<file path="src/rtl/arb_pkg.sv">
`timescale 1ns/1ps
package arb_pkg;
    typedef enum logic [1:0] {
        ST_CPU = 2'd0,
        ST_DMA = 2'd1,
        ST_IRQ = 2'd2
    } own_state_t;
endpackage

</file>
<file path="src/rtl/arb_sync.sv">
`timescale 1ns/1ps
// Two-stage synchronizer, one chain per request bit
module arb_sync #(
    parameter int W = 4
) (
    input  logic         clk,
    input  logic         rst_n,
    input  logic [W-1:0] async_in,
    output logic [W-1:0] sync_out
);
    logic [W-1:0] stage1;
    logic [W-1:0] stage2;

    for (genvar b = 0; b < W; b++) begin : g_bit
        always_ff @(posedge clk or negedge rst_n) begin
            if (!rst_n) begin
                stage1[b] <= 1'b0;
                stage2[b] <= 1'b0;
            end else begin
                stage1[b] <= async_in[b];
                stage2[b] <= stage1[b];
            end
        end
    end

    assign sync_out = stage2;
endmodule

</file>
<file path="src/rtl/arb_pick.sv">
`timescale 1ns/1ps
// Fixed-priority picker; HIGH_FIRST selects which end wins
module arb_pick #(
    parameter int W          = 4,
    parameter bit HIGH_FIRST = 1'b0,
    localparam int IW        = (W > 1) ? $clog2(W) : 1
) (
    input  logic [W-1:0]  cand,
    output logic          found,
    output logic [IW-1:0] idx
);
    if (HIGH_FIRST) begin : g_high
        always_comb begin
            found = 1'b0;
            idx   = '0;
            for (int i = 0; i < W; i++) begin
                if (cand[i]) begin
                    found = 1'b1;
                    idx   = IW'(i);
                end
            end
        end
    end else begin : g_low
        always_comb begin
            found = 1'b0;
            idx   = '0;
            for (int i = W - 1; i >= 0; i--) begin
                if (cand[i]) begin
                    found = 1'b1;
                    idx   = IW'(i);
                end
            end
        end
    end
endmodule

</file>
<file path="src/rtl/bus_arbiter.sv">
`timescale 1ns/1ps
module bus_arbiter
    import arb_pkg::*;
#(
    parameter int N_DMA    = 4,
    parameter int N_LVL    = 4,
    parameter int LVL_BASE = 4,
    parameter int PRI_W    = 3
) (
    input  logic             clk,
    input  logic             rst_n,
    input  logic [N_DMA-1:0] dma_req,
    input  logic [N_LVL-1:0] irq_req,
    input  logic [PRI_W-1:0] cpu_pri,
    input  logic             win_data,
    input  logic             win_wt,
    input  logic             win_instr_end,
    input  logic             mst_release,
    output logic [N_DMA-1:0] dma_gnt,
    output logic [N_LVL-1:0] irq_gnt,
    output logic             cpu_owns
);
    localparam int DIW = (N_DMA > 1) ? $clog2(N_DMA) : 1;
    localparam int LIW = (N_LVL > 1) ? $clog2(N_LVL) : 1;
    localparam int HIW = (DIW > LIW) ? DIW : LIW;

    logic [N_DMA-1:0] dma_s;
    logic [N_LVL-1:0] irq_s;
    logic [N_LVL-1:0] irq_elig;
    logic             dma_any;
    logic             irq_any;
    logic [DIW-1:0]   dma_idx;
    logic [LIW-1:0]   irq_idx;

    own_state_t       state_q;
    own_state_t       state_d;
    logic [HIW-1:0]   idx_q;
    logic [HIW-1:0]   idx_d;

    arb_sync #(.W(N_DMA)) u_sync_dma (
        .clk(clk), .rst_n(rst_n), .async_in(dma_req), .sync_out(dma_s)
    );

    arb_sync #(.W(N_LVL)) u_sync_irq (
        .clk(clk), .rst_n(rst_n), .async_in(irq_req), .sync_out(irq_s)
    );

    // A level is eligible only above the processor priority
    for (genvar l = 0; l < N_LVL; l++) begin : g_elig
        assign irq_elig[l] = irq_s[l] && ((LVL_BASE + l) > int'(cpu_pri));
    end

    arb_pick #(.W(N_DMA), .HIGH_FIRST(1'b0)) u_pick_dma (
        .cand(dma_s), .found(dma_any), .idx(dma_idx)
    );

    arb_pick #(.W(N_LVL), .HIGH_FIRST(1'b1)) u_pick_irq (
        .cand(irq_elig), .found(irq_any), .idx(irq_idx)
    );

    // Next-state decision
    always_comb begin
        state_d = state_q;
        idx_d   = idx_q;
        unique case (state_q)
            ST_CPU: begin
                if ((win_data || win_wt) && dma_any) begin
                    state_d = ST_DMA;
                    idx_d   = HIW'(dma_idx);
                end else if (win_instr_end && irq_any) begin
                    state_d = ST_IRQ;
                    idx_d   = HIW'(irq_idx);
                end
            end
            ST_DMA, ST_IRQ: begin
                if (mst_release) begin
                    state_d = ST_CPU;
                end
            end
            default: begin
                state_d = ST_CPU;
                idx_d   = '0;
            end
        endcase
    end

    // State register
    always_ff @(posedge clk or negedge rst_n) begin
        if (!rst_n) begin
            state_q <= ST_CPU;
            idx_q   <= '0;
        end else begin
            state_q <= state_d;
            idx_q   <= idx_d;
        end
    end

    // Output decode
    always_comb begin
        dma_gnt  = '0;
        irq_gnt  = '0;
        cpu_owns = 1'b0;
        unique case (state_q)
            ST_CPU: cpu_owns = 1'b1;
            ST_DMA: dma_gnt  = {{(N_DMA-1){1'b0}}, 1'b1} << idx_q;
            ST_IRQ: irq_gnt  = {{(N_LVL-1){1'b0}}, 1'b1} << idx_q;
            default: cpu_owns = 1'b1;
        endcase
    end
endmodule

</file>
<file path="config.mk">
export PLATFORM = sky130hd
export DESIGN_NAME = bus_arbiter
export DESIGN_NICKNAME = d
export VERILOG_FILES = /design/src/rtl/arb_pkg.sv /design/src/rtl/arb_sync.sv /design/src/rtl/arb_pick.sv /design/src/rtl/bus_arbiter.sv
export SDC_FILE = /design/constraint.sdc
export NUM_CORES = 1
export LEC_CHECK = 0
export ABC_AREA = 0
export BUFFER_PORTS_ARGS = -buffer_cell sky130_fd_sc_hd__buf_2
export CAP_MARGIN = 0
export CORE_MARGIN = 4
export CORE_UTILIZATION = 49
export DETAILED_ROUTE_END_ITERATION = 7
export PLACE_DENSITY_LB_ADDON = 0.25
export SYNTH_ARGS = -nofsm -noshare
export SYNTH_HDL_FRONTEND = slang
export SYNTH_SLANG_ARGS = --single-unit
</file>
<file path="constraint.sdc">
create_clock -name clk -period 1.8 [get_ports clk]
set_input_delay 0.36 -clock clk [delete_from_list [all_inputs] [get_ports clk]]
set_output_delay 0.36 -clock clk [all_outputs]
set_load 0.03 [all_outputs]
</file>
# After elaboration in Yosys (flattened, before gate mapping)

Cells that the tools add are included.

Output and inout bits: 9
Bits in registers: 20

Bitwise logic cells: 1
Eq/ne operators: 4
Shifts and indexed selects: 1
Magnitude comparators: 4
Mux-type cells: 25
Reduce and logical (&&, ||, !) cells: 11

Operators by type and width:

| kind                  | number |
|---|---|
| $mux W2               | 11 |
| $gt A3 B3 Y1 const A  | 4 |
| $mux W1               | 10 |
| $mux W4               | 2 |
| $pmux W2 S2           | 2 |
| $logic_and A1 B1 Y1   | 6 |
| $reduce_and A2 Y1     | 2 |
| $shl A1 B2 Y4 const A | 1 |
| $ne A3 B3 Y1 const B  | 1 |
| $eq A2 B1 Y1 const B  | 1 |
| $eq A2 B2 Y1 const B  | 1 |
| $logic_not A2 Y1      | 1 |
| $ne A2 B1 Y1 const B  | 1 |
| $reduce_or A2 Y1      | 1 |
| $logic_or A1 B1 Y1    | 1 |
| $not A1 Y1            | 1 |

# Longest topological paths before layout

Gate-level depths: netlist of the first run.

Word-level depth: 10
Gate-level depth with buffers: 5
Depth with buffers taken out: 5

# Hierarchy

Synthesis of the first run repeated with hierarchy kept, for this count alone.

Cell total of the unflattened synthesis: 69
Area, all modules: 817.0 µm²

Modules (own cells, without submodules):

| module                 | instances | area each (µm²) | cells each |
|---|---|---|---|
| arb_sync               | 2         | 200.2           | 8 |
| bus_arbiter            | 1         | 357.8           | 42 |
| arb_pick at u_pick_dma | 1         | 35.0            | 7 |
| arb_pick at u_pick_irq | 1         | 23.8            | 4 |

# Worst setup path before layout of the first run

No wires, ideal clock.

Path type: reg-to-output
Start point: register state_q[0]
End point: output irq_gnt[0]
Required time: 1440 ps
Slack: 59 ps
Cell stages (with the launch flop): 4
Buffers on the path: 0
Arrival: 1381 ps
Cells stage by stage: dfrtp_1 -> inv_1 -> ha_1 -> nor3b_1

Word-level cells in the longest chain between the ends: 2

RTL lines:

| element                | line               | text |
|---|---|---|
| from (decl)            | bus_arbiter.sv:35  | `own_state_t state_q;` |
| from (signal assigned) | bus_arbiter.sv:93  | `state_q <= state_d;` |
| $eq A2 B2 Y1           | bus_arbiter.sv:103 | `unique case (state_q)` |
| $mux W4                | bus_arbiter.sv:103 |  |
| to (decl)              | bus_arbiter.sv:20  | `output logic [N_LVL-1:0] irq_gnt,` |

Every way passes these cells.

# Worst setup path in the final report of the first run

Start point: register state_q[0]
End point: output cpu_owns

Word-level cells in the longest chain between the ends: 3
Elaborated cells between the ends (all ways): 4
Classes of those cells: eq/ne: 2; mux: 1; reduce/logical: 1

RTL lines:

| element                                             | line               | text |
|---|---|---|
| $eq A2 B2 Y1 / $eq A2 B1 Y1 (equally long branches) | bus_arbiter.sv:103 |  |
| $reduce_or A2 Y1 (no source line) (*)               | --                 |  |
| $mux W1 (*)                                         | bus_arbiter.sv:103 |  |
| to (decl)                                           | bus_arbiter.sv:21  | `output logic cpu_owns` |

Mark *: on every way between the ends. The rest lies on a longest branch, timed or not.

==> flow_metrics.env, run 1 <==
export IMPL_finalCritPeriodShare_pct=97.9
export IMPL_final_cells=132
export IMPL_cp_arrival_ns=1.40
export IMPL_slew_viol_final=0
export IMPL_wl_per_cell_um=12.0
export IMPL_placed_area_um2=1030
export IMPL_syn_area_um2=876
export IMPL_synth_cell_types=31
export IMPL_reg2reg_slack_ns=0.27
export IMPL_numCtsBuffers=3
export IMPL_grt_pass1_wl_mm=2.59
export IMPL_rsz0062_at_grt="true"
export IMPL_clkLatencyLatePin_ns=0.28
export IMPL_fp_dieH_um=50.3
export IMPL_fin_setup_tns_ns=0
export IMPL_clockPowerShare_pct=18.1
export IMPL_area_delta_synth_final_pct=27.6
export IMPL_path_cells="inv_1, ha_1, inv_1, clkbuf_4"
export IMPL_ys_seq_area_share_pct=57.1
export IMPL_wl_mm=1.58
export IMPL_grt_start_max_net_pins=21
export IMPL_combPwrFrac_pct=40.7
export IMPL_vias=705
export IMPL_rows=15
export IMPL_io_buffers=25
export IMPL_ys_ff_latch=20
export IMPL_drive_gt1_share_pct=32.7
export IMPL_place_congestion=0.808
export IMPL_cp_common_cell="inv_1"
export IMPL_setup_viol=0
export IMPL_synth_cells=77
export IMPL_dp_cells=126
export IMPL_sw_frac_of_total_pct=36.3
export IMPL_cp_start_kind="flip-flop"
export IMPL_coreArea_um2=1710
export IMPL_die_area_um2=2530
export IMPL_ys_warn_count=0
export IMPL_viasPerCell=5.34
export IMPL_ant_nets=0
export IMPL_seq_power_share_pct=41.2
export IMPL_clockBufferDepth=2
export IMPL_cp_data_required_time_ns=1.44
export IMPL_skew_ns=0.00154
export IMPL_path_delay_family="flip-flops"
export IMPL_p_int_w=0.000868
export IMPL_worst_hold_path_type="input port to flip-flop"
export IMPL_hold_viol_final=0
export IMPL_worst_pin_slew_ns=0.419
export IMPL_fin_area_um2=1120
export IMPL_grt_overflow=0
export IMPL_status="complete, no violations"
export IMPL_synth_nets=97
export IMPL_clockRootBuffer="clkbuf_4"
export IMPL_hpwl_mm=1.26
export IMPL_grt_pass1_vias=652
export IMPL_p_leak_nw=0.563
export IMPL_cts_tree="built"
export IMPL_layout_nets=128
export IMPL_power_density_cell_area_nw_per_um2=1220
export IMPL_path_max_fanout=5
export IMPL_cts_sinks=20
export IMPL_track_usage_pct=13.1
export IMPL_clock_fmax_mhz=567
export IMPL_cp_end_kind="primary output"
export IMPL_slew_limit_headroom_pct=71.8
export IMPL_clk_pin_slew_ns=0.10
export IMPL_critPathKind="flip-flop to primary output"
export IMPL_post_place_ws_ns=0.202
export IMPL_num_fill_cells=140
export IMPL_htreeDepth=1
export IMPL_path_buf_inv=3
export IMPL_drt_pass1_iter_count=4
export IMPL_period_minus_slack_ns=1.76
export IMPL_critPathSlowestCell="dfrtp_1"
export IMPL_antenna_cells=0
export IMPL_maxCapViolations=0
export IMPL_drc=0
export IMPL_drt_initial_drc_count=1
export IMPL_switchingPower_w=0.000493
export IMPL_initial_core_util_pct=51.3
export IMPL_fin_ws_ns=0.0371
export IMPL_syn_avg_cell_area_um2=11.4
export IMPL_die_w_um=50.3
export IMPL_slowest_delay_ns=0.39
export IMPL_antenna_found_initial=0
export IMPL_ir_drop_v=0.000710
export IMPL_io_pin_count=26
[worst reg2reg max path: stages, from the launching register on]
cell	delay, ns
dfrtp_1	0.39
inv_1	0.08
ha_1	0.37
nand2b_1	0.13
and3_1	0.20
a311o_1	0.26
[kinds of logic after synthesis]
group | share of synthesized area [%]
AOI/OAI and AO/OA | 17.1
adders and majority gates | 4.29
buffers and inverters | 2.57
DFF | 57.1
and+or+nand+nor | 18.9
[layout make-up]
class	count	area [um^2]	share of cell area [%]
Sequential cell	20	500	44.8
Multi-Input combinational cell	51	372	33.3
Timing Repair Buffer	27	159	14.2
Clock buffer	4	36.3	3.25
Tap cell	25	31.3	2.80
Inverter	5	18.8	1.68
[sequential cells by signal, summed over array words and instances (netlist names)]
register / count
u_sync_irq.stage1: 4
u_sync_dma.sync_out: 4
idx_q: 2
u_sync_irq.sync_out: 4
state_q: 2
u_sync_dma.stage1: 4
[power groups by stage]
stage,Clock (W),Combinational [W],Sequential [W]
CTS,0.000260,0.000497,0.000553
global placement,0,0.000479,0.000556
finish,0.000246,0.000554,0.000560
global route,0.000284,0.000600,0.000571
detailed placement,0,0.000494,0.000562
floorplan,0,0.000378,0.000537
[stage by stage]
step	hold WS, ns	power, W	utilization, %
floorplan	0.0644	0.000915	-
global placement	0.319	0.00103	60.2
detailed placement	0.320	0.00106	60.2
CTS	0.157	0.00131	62.9
global route	0.142	0.00145	65.4
finish	0.171	0.00136	65.4
[layer usage]
metal  global-route usage (%)  up-vias  part of all wire, %
li1                         -      338                    -
met4                     4.15        0                 0.70
met5                        0        -                    0
met3                     2.37        2                  6.3
met1                     13.8      342                   37
met2                     25.7       23                   56
[placed cells by master, fill, tap and decap left out, types with 2 or more instances in the layout]
cell type,n
a21oi_1,2
o21bai_1,2
ha_1,2
and2_1,2
and3_1,3
nand2_1,5
nand2b_1,2
and3b_1,4
clkbuf_4,5
nor2_1,4
a21bo_1,2
buf_4,3
nand3_1,2
o22ai_1,2
o21ai_0,2
dfrtp_1,20
buf_2,20
inv_1,5
[path summary, 6_finish.rpt]
path                                           startpoint  cells after the start                          endpoint
setup reg to reg                   state_q[0]$_DFFE_PN0P_                      5            state_q[0]$_DFFE_PN0P_
hold / removal                                 irq_req[0]                      1    u_sync_irq.stage1[0]$_DFF_PN0_
hold reg to reg            u_sync_irq.stage1[2]$_DFF_PN0_                      0  u_sync_irq.sync_out[2]$_DFF_PN0_
min in group asynchronous                           rst_n                      2            state_q[1]$_DFFE_PN0P_
max in group asynchronous                           rst_n                      2  u_sync_dma.sync_out[2]$_DFF_PN0_
setup / recovery                   state_q[0]$_DFFE_PN0P_                      4                          cpu_owns
[cell usage after synthesis]
| cell | n | area (um^2) |
|---|---|---|
| ha_1 | 3 | 37.5 |
| and3_1 | 3 | 18.8 |
| o21ai_0 | 2 | 10.0 |
| nor4_1 | 1 | 6.26 |
| nand2b_1 | 2 | 12.5 |
| a21boi_0 | 1 | 7.51 |
| and3b_1 | 4 | 35.0 |
| clkbuf_1 | 1 | 3.75 |
| a21bo_1 | 2 | 20.0 |
| a31o_2 | 1 | 8.76 |
| a311o_1 | 1 | 10.0 |
| o221ai_1 | 1 | 8.76 |
| or3b_1 | 1 | 8.76 |
| nor2_1 | 4 | 15.0 |
| dfrtp_1 | 20 | 500 |
| a311oi_1 | 1 | 8.76 |
| nor3b_1 | 2 | 15.0 |
| o211ai_1 | 1 | 7.51 |
| a22oi_1 | 1 | 7.51 |
| a31oi_1 | 1 | 6.26 |
| nand2_1 | 5 | 18.8 |
| o32ai_1 | 1 | 8.76 |
| nand3_1 | 2 | 10.0 |
| nor2b_1 | 1 | 6.26 |
| a41oi_1 | 1 | 8.76 |
| o21bai_1 | 2 | 15.0 |
| o22ai_1 | 2 | 12.5 |
| or2_2 | 1 | 6.26 |
| inv_1 | 5 | 18.8 |
| and2_1 | 2 | 12.5 |
| a21oi_1 | 2 | 10.0 |
[repair_timing]
| item | in CTS | in global routing |
|---|---|---|
| hold buffers | 1 | 0 |
| endpoints found under the hold margin | 20 | 0 |
| gates resized for setup | 0 | 11 |
| setup buffers | 0 | 1 |
| setup endpoints to repair | 0 | 7 |
No activity file was read; power rests on OpenSTA's default activity.
==> run 2, diff against run 1 <==
--- a/config.mk
+++ b/config.mk
@@ -8,8 +8,10 @@
 export ABC_AREA = 0
 export BUFFER_PORTS_ARGS = -buffer_cell sky130_fd_sc_hd__buf_2
 export CAP_MARGIN = 0
+export CELL_PAD_IN_SITES_DETAIL_PLACEMENT = 2
+export CELL_PAD_IN_SITES_GLOBAL_PLACEMENT = 2
 export CORE_MARGIN = 4
-export CORE_UTILIZATION = 49
+export CORE_UTILIZATION = 30
 export DETAILED_ROUTE_END_ITERATION = 7
 export PLACE_DENSITY_LB_ADDON = 0.25
 export SYNTH_ARGS = -nofsm -noshare
==> flow_metrics.env, run 2 (synthesized netlist as in run 1, its figures left out) <==
export IMPL_hold_ws_ns=0.158
export IMPL_timing_rr_start="u_sync_dma.sync_out[0]$_DFF_PN0_"
export IMPL_num_fill_cells=302
export IMPL_cts_sinks=20
export IMPL_drt_pass1_iter_count=4
export IMPL_wl_mm=1.87
export IMPL_die_area_um2=3850
export IMPL_cp_start_kind="flip-flop"
export IMPL_multi_input_area_um2=365
export IMPL_clockRootBuffer="clkbuf_4"
export IMPL_viasPerCell=5.12
export IMPL_grt_pass1_vias=773
export IMPL_critPathKind="flip-flop to primary output"
export IMPL_ant_nets=0
export IMPL_coreArea_um2=2780
export IMPL_layout_nets=127
export IMPL_ir_drop_v=0.000583
export IMPL_register_area_um2=500
export IMPL_period_minus_slack_ns=1.73
export IMPL_r2r_end="state_q[0]$_DFFE_PN0P_"
export IMPL_worst_pin_slew_ns=0.475
export IMPL_clkLatencyLatePin_ns=0.30
export IMPL_path_max_fanout=5
export IMPL_slew_limit_headroom_pct=68.1
export IMPL_antenna_cells=0
export IMPL_clock_fmax_mhz=577
export IMPL_power_density_cell_area_nw_per_um2=1220
export IMPL_holdPathStages=1
export IMPL_wl_per_cell_um=13.6
export IMPL_grt_start_max_net_pins=21
export IMPL_layout_common_cells="20 x dfrtp_1, 20 x buf_2, 5 x nand2_1, 5 x clkbuf_4"
export IMPL_cp_arrival_ns=1.37
export IMPL_hold_start="irq_req[2]"
export IMPL_slew_viol_final=0
export IMPL_status="complete, no violations"
export IMPL_cts_tree="built"
export IMPL_maxCapViolations=0
export IMPL_area_delta_synth_final_pct=26.4
export IMPL_dp_cells=132
export IMPL_vias=702
export IMPL_fin_total_pwr_w=0.00135
export IMPL_clk_pin_slew_ns=0.11
export IMPL_ff2ff_path_depth=4
export IMPL_worst_hold_path_type="input port to flip-flop"
export IMPL_fin_area_um2=1110
export IMPL_grt_overflow=0
export IMPL_fp_dieH_um=62.0
export IMPL_drive_gt1_share_pct=33.0
export IMPL_setup_viol=0
export IMPL_htreeDepth=1
export IMPL_antenna_found_initial=0
export IMPL_skew_ns=0.00360
export IMPL_p_leak_nw=0.558
export IMPL_min_to="u_sync_irq.stage1[2]$_DFF_PN0_"
export IMPL_finalCritPeriodShare_pct=96.3
export IMPL_rows=19
export IMPL_reg2reg_slack_ns=0.22
export IMPL_initial_core_util_pct=31.5
export IMPL_hold_viol_final=0
export IMPL_io_pin_count=26
export IMPL_place_congestion=0.652
export IMPL_hpwl_mm=1.51
export IMPL_final_cells=137
export IMPL_fin_setup_tns_ns=0
export IMPL_placed_area_um2=1040
export IMPL_die_w_um=62.0
export IMPL_grt_pass1_wl_mm=3.13
export IMPL_cp_data_required_time_ns=1.44
export IMPL_numCtsBuffers=3
export IMPL_cp_end_kind="primary output"
export IMPL_drc=0
export IMPL_io_buffers=25
export IMPL_drt_initial_drc_count=13
export IMPL_track_usage_pct=11.2
export IMPL_rsz0062_at_grt="true"
export IMPL_clockBufferDepth=2
[run 2: what timing repair did]
action | in CTS | in global routing
gates resized for setup | 5 | 4
endpoints found under the setup margin | 3 | 9
gates cloned | 0 | 0
hold buffers | 1 | 0
endpoints found under the hold margin | 20 | 0
setup buffers | 0 | 0
[run 2: worst max-delay path by stage]
stage,startpoint,endpoint
after detailed placement,cpu_pri[1],idx_q[0]$_DFFE_PN0P_
after global routing,state_q[0]$_DFFE_PN0P_,cpu_owns
final,state_q[0]$_DFFE_PN0P_,cpu_owns
after CTS,state_q[0]$_DFFE_PN0P_,cpu_owns
after global placement,cpu_pri[1],idx_q[0]$_DFFE_PN0P_
after floorplan,state_q[0]$_DFFE_PN0P_,irq_gnt[0]
[run 2: area by class of cell]
type                            count  area share [%]
Sequential cell                    20            45.2
Multi-Input combinational cell     51            33.0
Timing Repair Buffer               26            13.3
Tap cell                           31            3.50
Clock buffer                        4            3.28
Inverter                            5            1.69
[run 2: routing by layer]
layer / up-vias / global-route usage, % / part of all wire, %
met4: 0 / 4.55 / 0.91
met1: 344 / 11.4 / 37
li1: 336 / - / -
met5: - / 0 / 0
met2: 20 / 21.7 / 57
met3: 2 / 2.07 / 5.3
[run 2: through the flow]
step	setup WS (ns)	utilization (%)
final	0.0663	39.8
after global routing	-0.0323	39.8
after CTS	-0.0164	39.5
after detailed placement	0.148	37.2
after global placement	0.207	37.2
after floorplan	0.0590	-
[run 2: worst max-delay path, stage by stage, from the launching register on]
cell,delay [ns]
dfrtp_1,0.41
inv_2,0.07
ha_2,0.36
inv_1,0.07
buf_4,0.16
[run 2: where the power goes]
part | switching, W | total, W | leakage (nW) | internal (W)
clock network | 0.000132 | 0.000255 | 0.0210 | 0.000123
registers | 0.0000560 | 0.000558 | 0.238 | 0.000502
logic | 0.000312 | 0.000542 | 0.298 | 0.000230
